==> config.mk <==
export PLATFORM = sky130hd
export DESIGN_NAME = pwr_seq_top
export DESIGN_NICKNAME = d
export VERILOG_FILES = /design/src/rtl/pwr_seq_pkg.sv /design/src/rtl/seq_deglitch.sv /design/src/rtl/rail_timer.sv /design/src/rtl/pwr_seq_top.sv
export SDC_FILE = /design/constraint.sdc
export NUM_CORES = 1
export LEC_CHECK = 0
export ABC_AREA = 1
export BUFFER_PORTS_ARGS = -buffer_cell sky130_fd_sc_hd__buf_4
export CAP_MARGIN = 20
export CELL_PAD_IN_SITES_DETAIL_PLACEMENT = 1
export CELL_PAD_IN_SITES_GLOBAL_PLACEMENT = 2
export CORE_UTILIZATION = 30
export DETAILED_ROUTE_END_ITERATION = 16
export PLACE_DENSITY_LB_ADDON = 0.1
export REMOVE_ABC_BUFFERS = 1
export SYNTH_ARGS = -nofsm -noshare
export SYNTH_HDL_FRONTEND = slang
export SYNTH_HIERARCHICAL = 1
export SYNTH_SLANG_ARGS = --single-unit
==> constraint.sdc <==
create_clock -name clk -period 1.6 [get_ports clk]
set_clock_uncertainty 0.05 [all_clocks]
set_input_delay 0.32 -clock clk [delete_from_list [all_inputs] [get_ports clk]]
set_output_delay 0.32 -clock clk [all_outputs]
set_load 0.03 [all_outputs]
==> src/rtl/pwr_seq_pkg.sv <==
package pwr_seq_pkg;
  localparam int NRAIL  = 4;
  localparam int CODE_W = 3;
  localparam int DLY_W  = 5;

  // Preset delays in ticks; word packs {lin2, lin1, cnv2, cnv1}
  function automatic logic [DLY_W-1:0] preset_ticks(input logic [CODE_W-1:0] code,
                                                    input int rail);
    logic [NRAIL*DLY_W-1:0] w;
    case (code)
      3'd0:    w = {5'd2,  5'd2,  5'd2, 5'd2};
      3'd1:    w = {5'd4,  5'd4,  5'd3, 5'd2};
      3'd2:    w = {5'd12, 5'd6,  5'd4, 5'd3};
      3'd3:    w = {5'd2,  5'd2,  5'd4, 5'd3};
      3'd4:    w = {5'd12, 5'd6,  5'd4, 5'd3};
      3'd5:    w = {5'd4,  5'd4,  5'd3, 5'd3};
      3'd6:    w = {5'd3,  5'd2,  5'd4, 5'd6};
      default: w = {5'd22, 5'd12, 5'd6, 5'd4};
    endcase
    return w[rail*DLY_W +: DLY_W];
  endfunction
endpackage

==> src/rtl/seq_deglitch.sv <==
module seq_deglitch #(
  parameter int FILT_TICKS = 2
) (
  input  logic clk,
  input  logic rst_n,
  input  logic tick,
  input  logic pin_raw,
  output logic sync_lvl,
  output logic filt_lvl,
  output logic flip
);
  localparam int FCNT_W = $clog2(FILT_TICKS + 1);

  logic             s1;
  logic [FCNT_W-1:0] cnt;
  logic             differ;

  assign differ = (sync_lvl != filt_lvl);
  assign flip   = tick && differ && (cnt == FCNT_W'(FILT_TICKS - 1));

  always_ff @(posedge clk or negedge rst_n) begin
    if (!rst_n) begin
      s1       <= 1'b0;
      sync_lvl <= 1'b0;
      filt_lvl <= 1'b0;
      cnt      <= '0;
    end else begin
      s1       <= pin_raw;
      sync_lvl <= s1;
      if (!differ) begin
        cnt <= '0;
      end else if (flip) begin
        filt_lvl <= sync_lvl;
        cnt      <= '0;
      end else if (tick) begin
        cnt <= cnt + 1'b1;
      end
    end
  end
endmodule

==> src/rtl/rail_timer.sv <==
module rail_timer #(
  parameter int DLY_W = 5
) (
  input  logic             clk,
  input  logic             rst_n,
  input  logic             tick,
  input  logic             flip,
  input  logic             new_lvl,
  input  logic [DLY_W-1:0] load_val,
  output logic             seq_on,
  output logic             pend
);
  logic [DLY_W-1:0] cnt;
  logic             tgt;

  always_ff @(posedge clk or negedge rst_n) begin
    if (!rst_n) begin
      cnt    <= '0;
      tgt    <= 1'b0;
      pend   <= 1'b0;
      seq_on <= 1'b0;
    end else if (flip) begin
      cnt  <= load_val;
      tgt  <= new_lvl;
      pend <= 1'b1;
    end else if (tick && pend) begin
      if (cnt <= DLY_W'(1)) begin
        seq_on <= tgt;
        pend   <= 1'b0;
      end else begin
        cnt <= cnt - 1'b1;
      end
    end
  end
endmodule

==> src/rtl/pwr_seq_top.sv <==
module pwr_seq_top
  import pwr_seq_pkg::*;
#(
  parameter int FILT_TICKS = 2
) (
  input  logic              clk,
  input  logic              rst_n,
  input  logic              tick,
  input  logic              seq_pin,
  input  logic [NRAIL-1:0]  ext_en,
  input  logic [NRAIL-1:0]  reg_en,
  input  logic [CODE_W-1:0] dly_code,
  input  logic              vin_ok,
  input  logic              uvlo_bypass,
  output logic [NRAIL-1:0]  rail_en
);
  logic             sync_lvl;
  logic             filt_lvl;
  logic             flip;
  logic [NRAIL-1:0] seq_term;
  logic [NRAIL-1:0] pend;
  logic             supply_gate;

  seq_deglitch #(.FILT_TICKS(FILT_TICKS)) u_filt (
    .clk(clk), .rst_n(rst_n), .tick(tick), .pin_raw(seq_pin),
    .sync_lvl(sync_lvl), .filt_lvl(filt_lvl), .flip(flip)
  );

  for (genvar i = 0; i < NRAIL; i++) begin : g_rail
    rail_timer #(.DLY_W(DLY_W)) u_tmr (
      .clk(clk), .rst_n(rst_n), .tick(tick), .flip(flip),
      .new_lvl(sync_lvl), .load_val(preset_ticks(dly_code, i)),
      .seq_on(seq_term[i]), .pend(pend[i])
    );
  end

  assign supply_gate = vin_ok | uvlo_bypass;
  assign rail_en     = reg_en & (ext_en | seq_term) & {NRAIL{supply_gate}};
endmodule

* Word level (Yosys, flattened, before mapping)
Index checks and enable logic that the tools add are counted.
** Storage, ports and cells
- Register bits after elaboration :: 34
- Input bits :: 17
- Output and inout bits :: 4
- Word-level logic and storage cells :: 101
** Operators by class
- Add/sub/neg operators :: 5
- Magnitude comparators :: 4
- Eq/ne operators :: 13
- Muxes and demuxes :: 28
- Bitwise operators :: 5
- Reductions and logical operators :: 29
** Operator list (count)
- case mux 20 bit (6 select lines) :: 1
- 2-to-1 mux 5 bit :: 12
- less-or-equal comparator 5 x 1 -> 1 bit, second input constant :: 4
- subtractor 5 x 1 -> 5 bit, second input constant :: 4
- AND reduction 2 bit :: 9
- nonzero test 2 bit :: 8
- 2-to-1 mux 1 bit :: 12
- AND reduction 3 bit :: 4
- equality test 3 bit, second input constant :: 3
- AND 4 bit :: 2
- inequality test 2 bit, second input constant :: 4
- equality test 3 x 2 -> 1 bit, second input constant :: 2
- logical AND 1 bit :: 6
- 2-to-1 mux 2 bit :: 3
- bitwise OR 4 bit :: 1
- equality test 3 x 1 -> 1 bit, second input constant :: 1
- logical NOT 3 bit :: 1
- inequality test 3 bit, second input constant :: 1
- adder 2 x 1 -> 2 bit, second input constant :: 1
- equality test 2 x 1 -> 1 bit, second input constant :: 1
- OR reduction 2 bit :: 1
- inequality test 1 bit :: 1
- inverter 1 bit :: 1
- bitwise OR 1 bit :: 1

* Longest topological paths before layout
Gate-level depths: netlist (run 1).
- Depth in word-level cells :: 5
- Mapped depth :: 9
- Mapped depth without buffers :: 9

* Hierarchy
Netlist (run 1), hierarchy kept.
** By module, submodules not included
- rail_timer :: instances 4, cells an instance 74, area each 508.0 um^2, seq. area each 200.2 um^2
- seq_deglitch :: instances 1, cells an instance 24, area each 207.7 um^2, seq. area each 125.1 um^2
- pwr_seq_top :: instances 1, cells an instance 33, area each 142.6 um^2, seq. area each 0.0 um^2

* Least setup slack after synthesis (run 1)
No wires, ideal clock.
- Kind :: reg-to-reg
- Start :: register u_filt.sync_lvl
- End :: register g_rail[0].u_tmr.cnt[2]
- Library setup time :: 0.117 ns
- Arrival :: 1.381 ns
- Data required time :: 1.433 ns
- Path slack :: 0.053 ns
- Stages on the path, launching flop included :: 10
- Path buffers :: 0
- Period minus slack after synthesis :: 1.547 ns
- Cells stage by stage :: dfrtp_1 inv_1 nand2_2 nand2_2 nor2_1 bufinv_8 nand3_1 nand2_1 nand2_1 nand2_1
** Between the ends
- Cells in the longest elaborated chain, start to end :: 5
- Elaborated cells on any way between the ends :: 7
- Classes of those cells :: eq/ne: 2; mux: 1; reduce/logical: 4
** RTL lines
- start: declaration :: line seq_deglitch.sv:8 : output logic sync_lvl,
- start signal: assignment :: line seq_deglitch.sv:24 : sync_lvl <= 1'b0;
- start signal: assignment :: line seq_deglitch.sv:29 : sync_lvl <= s1;
- inequality test 1 bit * :: line seq_deglitch.sv:18 : assign differ = (sync_lvl != filt_lvl);
- logical AND 1 bit * (2 in a row) :: line seq_deglitch.sv:19 : assign flip = tick && differ && (cnt == FCNT_W'(FILT_TICKS - 1));
- net flip :: line pwr_seq_top.sv:19 : logic flip;
- inequality test 2 bit (no line) / nonzero test 2 bit (equally long branches)
- AND reduction 2 bit (no line)
- end signal: assignment :: line rail_timer.sv:23 : cnt <= load_val;
- end signal: assignment :: line rail_timer.sv:31 : cnt <= cnt - 1'b1;
- end: declaration :: line rail_timer.sv:13 : logic [DLY_W-1:0] cnt;
Mark *: on every way through the listed nets, which the timed path passes. The rest lies on a longest branch.
A chain may end at the register's enable or synchronous reset.

* Worst setup path in the final report (run 1)
- Start :: register u_filt.sync_lvl
- End :: register g_rail[3].u_tmr.cnt[4]
** Between the ends
- Cells in the longest elaborated chain, start to end :: 5
- Elaborated cells on any way between the ends :: 7
- Classes of those cells :: eq/ne: 2; mux: 1; reduce/logical: 4
** RTL lines (line)
- inequality test 1 bit * :: seq_deglitch.sv:18
- logical AND 1 bit * (2 in a row) :: seq_deglitch.sv:19
- net flip :: pwr_seq_top.sv:19
- inequality test 2 bit (no line) / nonzero test 2 bit (equally long branches)
- AND reduction 2 bit (no line)
- end signal: assignment :: rail_timer.sv:23
- end signal: assignment :: rail_timer.sv:31
- end: declaration :: rail_timer.sv:13
Marked as above.

==> results of run 1 <==
where the power goes:
group          leakage [uW]  total [uW]  switching [uW]  internal [uW]
sequential         0.000457        1760             412           1350
clock             0.0000542         745             355            390
combinational       0.00110        2620            1560           1060
logic make-up (layout without fill, tap and decap cells):
family | count (synthesis) | in the layout | synth area share, %
simple gates | 226 | 226 | 39.0
buf+inv | 50 | 87 | 10.2
flops | 37 | 37 | 38.9
compound gates | 27 | 27 | 6.09
fa+ha+maj | 8 | 8 | 4.20
xor+xnor | 4 | 4 | 1.47
other cells | 1 | 6 | 0.157
flip-flops by register name, summed over array words and instances (netlist names):
signal,flops
u_filt/sync_lvl,1
g_rail.u_tmr/cnt,20
g_rail.u_tmr/pend,4
u_filt/s1,1
g_rail.u_tmr/tgt,4
u_filt/filt_lvl,1
u_filt/cnt,2
g_rail.u_tmr/seq_on,4
worst max-delay path: cells and delay by family, from the launching register on:
kind	cells	cell delay, ns
and+or+nand+nor	7	0.61
DFF	1	0.41
buffers and inverters	2	0.34
per-stage QoR:
step | worst slack, ns | utilization, % | hold slack (ns) | total power (uW)
final | 0.0821 | 38.3 | 0.0848 | 5130
after floorplan | -1.06 | - | -0.0256 | 3580
after global routing | 0.000601 | 38.3 | 0.0668 | 5760
after detailed placement | -0.00275 | 35.8 | 0.290 | 4310
after CTS | 0.0219 | 37.3 | 0.0725 | 5120
after global placement | 0.0366 | 35.8 | 0.292 | 4250
final timing paths:
| check | to | cells after the start | startpoint |
|---|---|---|---|
| setup / recovery | g_rail[3].u_tmr/cnt[4] | 9 | u_filt/sync_lvl |
| hold reg to reg | u_filt/sync_lvl | 0 | u_filt/s1 |
| setup reg to reg | g_rail[3].u_tmr/cnt[4] | 9 | u_filt/sync_lvl |
| max in group asynchronous | g_rail[2].u_tmr/cnt[3] | 2 | rst_n |
| min in group asynchronous | u_filt/cnt[0] | 2 | rst_n |
| hold / removal | u_filt/s1 | 1 | seq_pin |
metal layers:
metal	vias to the layer above	part of all wire, %	global-route usage [%]	wire (um)
met5	-	0	0	0
met3	4	1.9	3.10	113
met4	0	0.72	3.97	44
li1	1158	-	-	-
met1	1089	50	22.4	3070
met2	19	47	25.9	2870
cells in the final DEF (no fill, tap or decap), types with 7 or more instances in the layout:
master    instances
dfrtp_1          37
buf_4            29
ha_1              8
clkbuf_8          7
o21ai_0          17
inv_1            40
nand2_1         151
nor2_1           20
nand3_1          23
nand2_2          13
final cells by class:
cell class,instances,area share (%)
Multi-Input combinational cell,271,44.1
Sequential cell,37,31.4
Timing Repair Buffer,33,9.00
Inverter,46,7.73
Tap cell,102,4.33
Clock buffer,7,3.27
Clock inverter,1,0.170
what timing repair did:
item,4_1_cts,5_1_grt
hold buffers,1,0
endpoints found under the setup margin,10,20
gates resized for setup,3,18
setup buffers,0,1
endpoints found under the hold margin,37,0
pin swaps,0,5
cloned,0,0
==> impl_summary.txt, run 1 <==
----------------------------------------------------
[Critical path]
  Delay of the slowest cell on the worst path ... 0.41 ns
  Data arrival at the endpoint of the critical path ... roughly 1.7 ns
  Critical-path maximum fanout ... 8
  WP data required ... 1.73 ns
  WS Path Type ... reg2reg
  Internal reg-to-reg setup slack ... ~0.082 ns
  Crit-path most repeated cell ... nand2_1
  Cell-by-cell trace of the critical path ... nand2_1, nand2_4, nor2_4, buf_6, bufinv_8, nand3_2, nand2_4, nand2_1, nand2_1
  Slowest-stage cell, CP ... dfrtp_1
  Critical Path End Type ... register
  Kind of launch point of the worst setup path ... register

[Timing]
  Hold Violations, Final ... 0
  Slew at the pin with the worst max-slew slack ... 0.526 ns
  Pins over their slew limit ... 0
  Count of final setup violators ... 0
  Peak Freq ... 0.659 GHz
  Total negative setup slack ... 0 ns
  Final clock period utilization by the worst path ... 94.9%
  Slew Limit Headroom ... roughly 65%
  Fin crit period ... around 1.5 ns
  Unrepaired setup endpoints after global routing ... false

[Power]
  Leakage power ... about 0.0016 uW
  Power density cells ... 1740 nW/um^2
  Worst IR drop on VDD ... 0.644 mV

[Routing]
  Total number of vias ... 2270
  Final routed wire length divided by cell count ... between 10 and 15 um
  Count of routing violations after the opening detailed-route iteration ... 37
  Pre-antenna DRT Iters ... 4
  Detailed-route DRC error count ... 0
  Vias/cell ... 4.57
  Post-route antenna net violation count ... 0
  Wire length after detailed routing ... 6.10 mm

[Floorplan]
  Initial core utilization ... 31.0%
  Die height ... just over 90 um
  Number of placed I/O pins ... 21
  Standard-cell rows ... 32
  Die width ... 91.1 um
  Die Area ... 8300 um^2
  Placeable core region ... 7690 um^2

[Place]
  Detailed-placement wirelength estimate ... 4.56 mm
  Area after detailed placement ... 2750 um^2
  Final weighted congestion in routability-driven placement ... 0.769
  Port Buffer Count ... 20
  Post-placement cell count ... 487

[Synthesis]
  Number of synthesized register bits ... 37
  Fraction of synthesis flops using an asynchronous set or reset pin ... 100%
  Mapped Cells ... 353
  Count of synthesis-stage warnings from yosys ... 6
  Count of cell types in the netlist ... 17
  Biggest area contributors in the synthesized netlist ... dfrtp_1 (39%), nand2_1 (25%), inv_1 (6.3%)
  Post-synthesis cell type with the largest combined area ... dfrtp_1
  Most common cell in the synthesized netlist ... nand2_1
  Most used flip-flop cell after synthesis ... dfrtp_1
  Yosys top cell area share ... 38.9%
  Number of synthesized flops with an enable pin ... 0
  Syn Area/Cell ... roughly 6.7 um^2
  Most instantiated cells after synthesis ... nand2_1 (159), inv_1 (40), dfrtp_1 (37)
  Post-synthesis cell area ... 2380 um^2
  Share of synthesized area occupied by flip-flops and latches ... 38.9%

[Clocking]
  Clock insertion delay at the later pin of the skew report ... 0.29 ns
  CTS sink count ... 37
  Number of buffers inserted during clock tree synthesis ... 5
  Root buffer selected by CTS ... clkbuf_8
  CTS clock-pin slew for the worst setup and hold paths ... ~0.08 ns
  Clock tree from TritonCTS ... built
  Clock Tree Buf Depth ... 2
  CTS H-tree lvls ... 2

[Final layout]
  Number of cells in the finished layout apart from fillers ... 497
  Number of inserted filler cells in the final layout ... 1017
  Fraction of final layout cells sized beyond drive strength 1 ... between 10% and 20%
  Synthesis-to-layout area growth ... 23.7%
  Count of nets after finishing ... between 400 and 500
  Diodes inserted ... 0
  Multi-input gate area in the final layout ... 1300 um^2
  Area of all placed cells without fillers ... 2950 um^2
  Sequential Area ... 926 um^2

[Global routing]
  Total congestion overflow after global routing ... 0
  Antenna violations before repair ... 0
  First-pass GRT wire length ... between 10 and 15 mm
  Vias in the first global route ... between 2000 and 2500
  Largest net degree at the start of global routing ... 38
  Overall global routing resource usage ... 16.2%

[Hold path]
  Path category of the worst min-delay check ... in2reg

[Status]
  Status ... complete, no violations

[Flow run]
  Count of max-cap constraint violations ... 0

----------------------------------------------------
No activity file was read; power rests on OpenSTA's default activity.
==> run 2: changes to the inputs <==
ABC_AREA = not set   (was 1)
CORE_UTILIZATION = 34   (was 30)
clock period = 1.36 ns   (was 1.6 ns; I/O delays follow)
==> run 2 against run 1 <==
- critical path type unchanged
- synthesized cell count decreased by 33%
- first-iteration DRC count increased to 2.9 times the previous value
- the run now ends with DRC, setup timing left
- highest routed layer unchanged
- combinational power grew 95%
- register-to-register slack worse by 0.27 ns
- clock power grew 37%
- via count increased by 0.22%
==> impl_summary.txt, run 2 <==
----------------------------------------------------
[Status]
  Status ... finished with violations
  Failing checks ... DRC, setup timing

[Final layout]
  Number of flip-flops under the largest register name ... 20
  Synthesis-to-layout area growth ... 59.0%
  Register with the highest flop count ... g_rail.u_tmr/cnt
  Count of nets after finishing ... 367
  Area of all placed cells without fillers ... 3640 um^2
  Diodes inserted ... 0
  Commonest non-fill, non-tap cell in the layout ... buf_4
  Number of inserted filler cells in the final layout ... roughly 730
  Commonest non-fill, non-tap cells in the layout ... buf_4 (84), dfrtp_1 (35), nand2_1 (16), buf_6 (13), nand4_1 (12)
  Fraction of final layout cells sized beyond drive strength 1 ... roughly 54%

[Timing]
  Peak Freq ... 0.645 GHz
  Slew at the pin with the worst max-slew slack ... roughly 0.53 ns
  Unrepaired setup endpoints after global routing ... true
  Fin crit period ... 1.55 ns
  Final Worst Setup Slack ... -0.190 ns
  Final clock period utilization by the worst path ... 114%
  Total negative setup slack ... -3.14 ns
  Slew Limit Headroom ... roughly two thirds
  Count of final setup violators ... 29
  Hold Violations, Final ... 0
  Pins over their slew limit ... 0

[Clocking]
  Root buffer selected by CTS ... clkbuf_8
  CTS clock-pin slew for the worst setup and hold paths ... 0.09 ns
  CTS sink count ... 37
  Clock insertion delay at the later pin of the skew report ... 0.30 ns
  Clock tree from TritonCTS ... built
  Number of buffers inserted during clock tree synthesis ... 5
  CTS H-tree lvls ... 2
  Clock Tree Buf Depth ... 2

[Global routing]
  Overall global routing resource usage ... 21.8%
  Largest net degree at the start of global routing ... 38
  Antenna violations before repair ... 0
  Vias in the first global route ... 2393
  First-pass GRT wire length ... 12.0 mm
  Total congestion overflow after global routing ... 0

[Routing]
  Total number of vias ... 2275
  Post-route antenna net violation count ... 0
  Count of routing violations after the opening detailed-route iteration ... 107
  Final routed wire length divided by cell count ... 17.5 um
  Detailed-route DRC error count ... 9
  Wire length after detailed routing ... 7.36 mm
  Pre-antenna DRT Iters ... 10
  Vias/cell ... 5.42

[Synthesis]
  Yosys top cell area share ... 40.4%
  Biggest area contributors in the synthesized netlist ... dfrtp_1 (40%), ha_1 (4.4%), nand3_1 (3.5%)
  Share of synthesized area occupied by flip-flops and latches ... approximately two fifths
  Most instantiated cells after synthesis ... dfrtp_1 (37), nand2_1 (17), inv_1 (16), nand3_1 (16)
  Syn Area/Cell ... between 9 and 10 um^2
  Number of synthesized flops with an enable pin ... 0
  Number of synthesized register bits ... 37
  Count of synthesis-stage warnings from yosys ... 6
  Count of cell types in the netlist ... 40
  Most used flip-flop cell after synthesis ... dfrtp_1
  Fraction of synthesis flops using an asynchronous set or reset pin ... 100%
  Most common cell in the synthesized netlist ... dfrtp_1
  Post-synthesis cell area ... 2290 um^2
  Mapped Cells ... 235
  Post-synthesis cell type with the largest combined area ... dfrtp_1

[Critical path]
  Cell-by-cell trace of the critical path ... xnor2_2, nor2_2, buf_12, inv_2, nand4_1, mux2_4
  Critical-path maximum fanout ... 14
  Critical Path End Type ... register
  WS Path Type ... reg2reg
  Data arrival at the endpoint of the critical path ... 1.70 ns
  Delay of the slowest cell on the worst path ... 0.41 ns
  Slowest-stage cell, CP ... dfrtp_1
  Kind of launch point of the worst setup path ... register
  WP data required ... about 1.5 ns

[Floorplan]
  Die Area ... 7070 um^2
  Number of placed I/O pins ... 21
  Die height ... 84.1 um
  Initial core utilization ... between 30 and 40%
  Placeable core region ... 6420 um^2
  Standard-cell rows ... 29
  Die width ... 84.1 um

[Place]
  Detailed-placement wirelength estimate ... 5.24 mm
  Final weighted congestion in routability-driven placement ... just under 0.9
  Area after detailed placement ... 3100 um^2
  Port Buffer Count ... 20

[Power]
  Power density cells ... approximately 2300 nW/um^2
  Leakage power ... 0.00156 uW
  Worst IR drop on VDD ... 0.929 mV
  Total Power Consumption ... 8290 uW

[Flow run]
  Count of max-cap constraint violations ... 0

[Hold path]
  Path category of the worst min-delay check ... in2reg

----------------------------------------------------
-- run 2: cell types whose count changed after synthesis, moves of 8 or more --
cell and delta:
a21oi_1 +9, inv_1 -24, nand2_1 -142, nand2_2 -8
nand3_1 -11, nor2_1 -9, o21ai_0 -10
-- run 2: path summary, 6_finish.rpt --
path | cells past startpoint | end | slack, ns | from
max | 6 | g_rail[2].u_tmr/seq_on | -0.19 | u_filt/filt_lvl
min | 1 | u_filt/s1 | 0.02 | seq_pin
max reg2reg | 6 | g_rail[2].u_tmr/seq_on | -0.19 | u_filt/filt_lvl
min reg2reg | 0 | u_filt/sync_lvl | 0.33 | u_filt/s1
max in group asynchronous | 2 | g_rail[2].u_tmr/cnt[0] | 0.43 | rst_n
min in group asynchronous | 2 | g_rail[1].u_tmr/cnt[3] | 0.42 | rst_n
-- run 2: area by class of cell --
cell class | count | area (um^2) | area share [%]
timing repair buffer | 101 | 847 | 23.3
inverter | 16 | 60.1 | 1.65
tap | 77 | 96.3 | 2.65
multi-input combinational | 181 | 1600 | 43.8
clock inverter | 3 | 46.3 | 1.27
sequential | 37 | 928 | 25.5
clock buffer | 5 | 68.8 | 1.89
-- run 2: layer usage --
layer	vias up	GRT usage, %	share of wire [%]
li1	1102	-	-
met1	1124	29.4	47
met2	40	36.2	48
met3	9	3.56	3.1
met4	0	5.49	1.1
met5	-	0	0
-- run 2: timing repair --
| item | CTS | global route |
|---|---|---|
| endpoints found under the hold margin | 37 | 0 |
| pin swaps | 15 | 16 |
| resized for setup | 58 | 29 |
| buffers inserted | 7 | 3 |
| setup endpoints to repair | 35 | 36 |
| hold buffers | 1 | 0 |
-- run 2: per-stage QoR --
stage               hold slack (ns)  util [%]  setup slack (ns)  cells
CTS                         0.00889      54.6            -0.200    418
floorplan                   -0.0736         -             -1.58    234
detailed placement            0.238      48.3            -0.211    402
global placement              0.230      48.3            -0.200    402
finish                       0.0195      56.7            -0.190    420
global route               0.000749      56.7            -0.271    420
-- run 2: critical path, delay by kind of cell (launching register included) --
kind	cells	cell delay, ns
simple gates	2	0.27
flops	1	0.41
xor+xnor	1	0.16
buf+inv	2	0.24
mux	1	0.31
-- run 2: kinds of logic (layout without fill, tap and decap cells) --
| logic type | Yosys count | count (layout) | synth area share, % |
|---|---|---|---|
| adders and majority gates | 8 | 8 | 4.37 |
| DFF | 37 | 37 | 40.4 |
| buffers and inverters | 22 | 125 | 3.71 |
| muxes | 9 | 9 | 4.59 |
| and+or+nand+nor | 84 | 84 | 21.4 |
| AOI/OAI and AO/OA | 69 | 69 | 23.5 |
| xor gates and xnor gates | 5 | 5 | 1.91 |
| other | 1 | 6 | 0.164 |
-- run 2: power breakdown --
group	internal, uW	switching [uW]	leakage [uW]
registers	1610	538	0.000446
logic	2860	2260	0.00106
clock network	550	473	0.0000543
==> run 3: changes to the inputs <==
SETUP_SLACK_MARGIN = 0.1   (was not set)
==> run 3 against run 2 <==
- the flow still finishes with violations (DRC, setup timing)
- design area rose by 3.0%
- die area stayed put
- combinational power rose by 6.2%
- maximum frequency decreased by 2.1%
- wire length is 5.1% higher
- largest power group unchanged
==> impl_summary.txt, run 3 (synthesis gave the netlist of run 2 again) <==
----------------------------------------------------
[Power]
  Leakage power ... 0.00160 uW
  Power density cells ... 2300 nW/um^2
  Worst IR drop on VDD ... 0.917 mV
  Total Power Consumption ... 8640 uW

[Floorplan]
  Initial core utilization ... between 30 and 40%
  Number of placed I/O pins ... 21
  Die width ... approximately 84 um
  Die Area ... 7070 um^2
  Die height ... ~84 um
  Standard-cell rows ... 29
  Placeable core region ... about 6400 um^2

[Hold path]
  Worst hold stages ... 3
  Path category of the worst min-delay check ... in2reg

[Routing]
  Vias/cell ... between 5 and 6
  Count of routing violations after the opening detailed-route iteration ... 137
  Final routed wire length divided by cell count ... 18.1 um
  Post-route antenna net violation count ... 0
  Wire length after detailed routing ... 7.73 mm
  Pre-antenna DRT Iters ... 10
  Detailed-route DRC error count ... 9
  Total number of vias ... 2300

[Critical path]
  Data arrival at the endpoint of the critical path ... 1.69 ns
  Delay of the slowest cell on the worst path ... approximately 0.4 ns
  Crit path buffers/inverters ... 3
  Cell depth of the worst setup path ... 7
  Slowest-stage cell, CP ... dfrtp_1
  Cell class contributing the biggest share of worst-path delay ... flip-flops
  WS Path Type ... reg2reg
  WP data required ... 1.47 ns
  Critical Path End Type ... register
  Length in cells of the worst reg-to-reg path ... 7
  Cell-by-cell trace of the critical path ... xnor2_2, nor2_2, buf_12, inv_2, buf_4, o311ai_0, o211ai_1
  Kind of launch point of the worst setup path ... register
  Critical-path maximum fanout ... 14

[Timing]
  Hold Violations, Final ... 0
  Pins over their slew limit ... 0
  Slew Limit Headroom ... 64.6%
  Final Worst Setup Slack ... -0.223 ns
  Peak Freq ... 0.632 GHz
  Unrepaired setup endpoints after global routing ... true
  Slew at the pin with the worst max-slew slack ... approximately 0.53 ns
  Count of final setup violators ... 30
  Worst hold slack after final layout ... 0.327 ns
  Final clock period utilization by the worst path ... 116%
  Fin crit period ... 1.58 ns

[Place]
  Detailed-placement wirelength estimate ... 5.24 mm
  Post-placement cell count ... 402
  Final weighted congestion in routability-driven placement ... 0.878
  Place WS ... -0.211 ns
  Area after detailed placement ... 3100 um^2
  Port Buffer Count ... 20

[Status]
  Failing checks ... DRC, setup timing
  Status ... finished with violations

[Clocking]
  Clock insertion delay at the later pin of the skew report ... approximately 0.3 ns
  CTS sink count ... 37
  Root buffer selected by CTS ... clkbuf_8
  CTS clock-pin slew for the worst setup and hold paths ... about 0.090 ns
  CTS H-tree lvls ... 2
  Clock Tree Buf Depth ... 2
  Number of buffers inserted during clock tree synthesis ... 5
  Clock tree from TritonCTS ... built

[Global routing]
  First-pass GRT wire length ... 12.3 mm
  Total congestion overflow after global routing ... 0
  Vias in the first global route ... 2414
  Antenna violations before repair ... 0
  Overall global routing resource usage ... 22.5%
  Largest net degree at the start of global routing ... 38

[Final layout]
  Number of flip-flops under the largest register name ... 20
  Area of all placed cells without fillers ... 3750 um^2
  Fraction of final layout cells sized beyond drive strength 1 ... 56.3%
  Count of nets after finishing ... 374
  Number of cells in the finished layout apart from fillers ... 427
  Diodes inserted ... 0
  Register with the highest flop count ... g_rail.u_tmr/cnt
  Commonest non-fill, non-tap cells in the layout ... buf_4 (88), dfrtp_1 (35), nand2_1 (16), buf_6 (15), nand4_1 (12)
  Synthesis-to-layout area growth ... 63.7%
  Number of inserted filler cells in the final layout ... a little over 700
  Commonest non-fill, non-tap cell in the layout ... buf_4

[Flow run]
  Count of max-cap constraint violations ... 0

----------------------------------------------------
## run 3: metrics by stage
stage               utilization, %  setup TNS, ns
global placement              48.3          -3.34
detailed placement            48.3          -4.30
floorplan                        -         -40.81
CTS                           55.6          -3.71
global route                  58.4          -5.77
finish                        58.4          -3.38
## run 3: tightest hold or removal path, delay by kind of cell
kind | cells | cell delay, ns
AOI/OAI and AO/OA | 2 | 0.25
buffers and inverters | 1 | 0.12
## run 3: metal layers
layer / global-route usage [%] / wire length, um / vias up
met3: 3.86 / 182 / 5
met2: 38.2 / 3900 / 28
li1: - / - / 1115
met5: 0 / 0 / -
met1: 29.8 / 3590 / 1152
met4: 5.49 / 57 / 0
## run 3: area by class of cell
cell class,instances,area [um^2],share of cell area (%)
inverters,16,60.1,1.60
well taps,77,96.3,2.57
flip-flops and latches,37,928,24.7
multi-input cells,181,1640,43.8
clock buffers,5,68.8,1.83
clock inverters,3,46.3,1.23
repair buffers,108,910,24.2
## run 3: worst paths after layout
path                                  from                      to  slack [ns]
max                        u_filt/filt_lvl  g_rail[3].u_tmr/cnt[4]       -0.22
min                            dly_code[1]  g_rail[2].u_tmr/cnt[2]        0.33
max reg2reg                u_filt/filt_lvl  g_rail[3].u_tmr/cnt[4]       -0.22
min reg2reg                      u_filt/s1         u_filt/sync_lvl        0.33
max in group asynchronous            rst_n  g_rail[2].u_tmr/cnt[0]        0.43
min in group asynchronous            rst_n  g_rail[1].u_tmr/cnt[3]        0.43
## run 3: what timing repair did
action | 4_1_cts | 5_1_grt
hold endpoints to repair | 37 | 1
pin swaps | 23 | 8
hold buffers | 1 | 1
resized for setup | 63 | 33
setup buffers | 10 | 5
setup endpoints to repair | 36 | 36
## run 3: report_power, final
| part | leakage [uW] | switching [uW] | internal (uW) |
|---|---|---|---|
| Combinational | 0.00110 | 2410 | 3030 |
| Clock | 0.0000543 | 478 | 550 |
| Sequential | 0.000446 | 566 | 1610 |
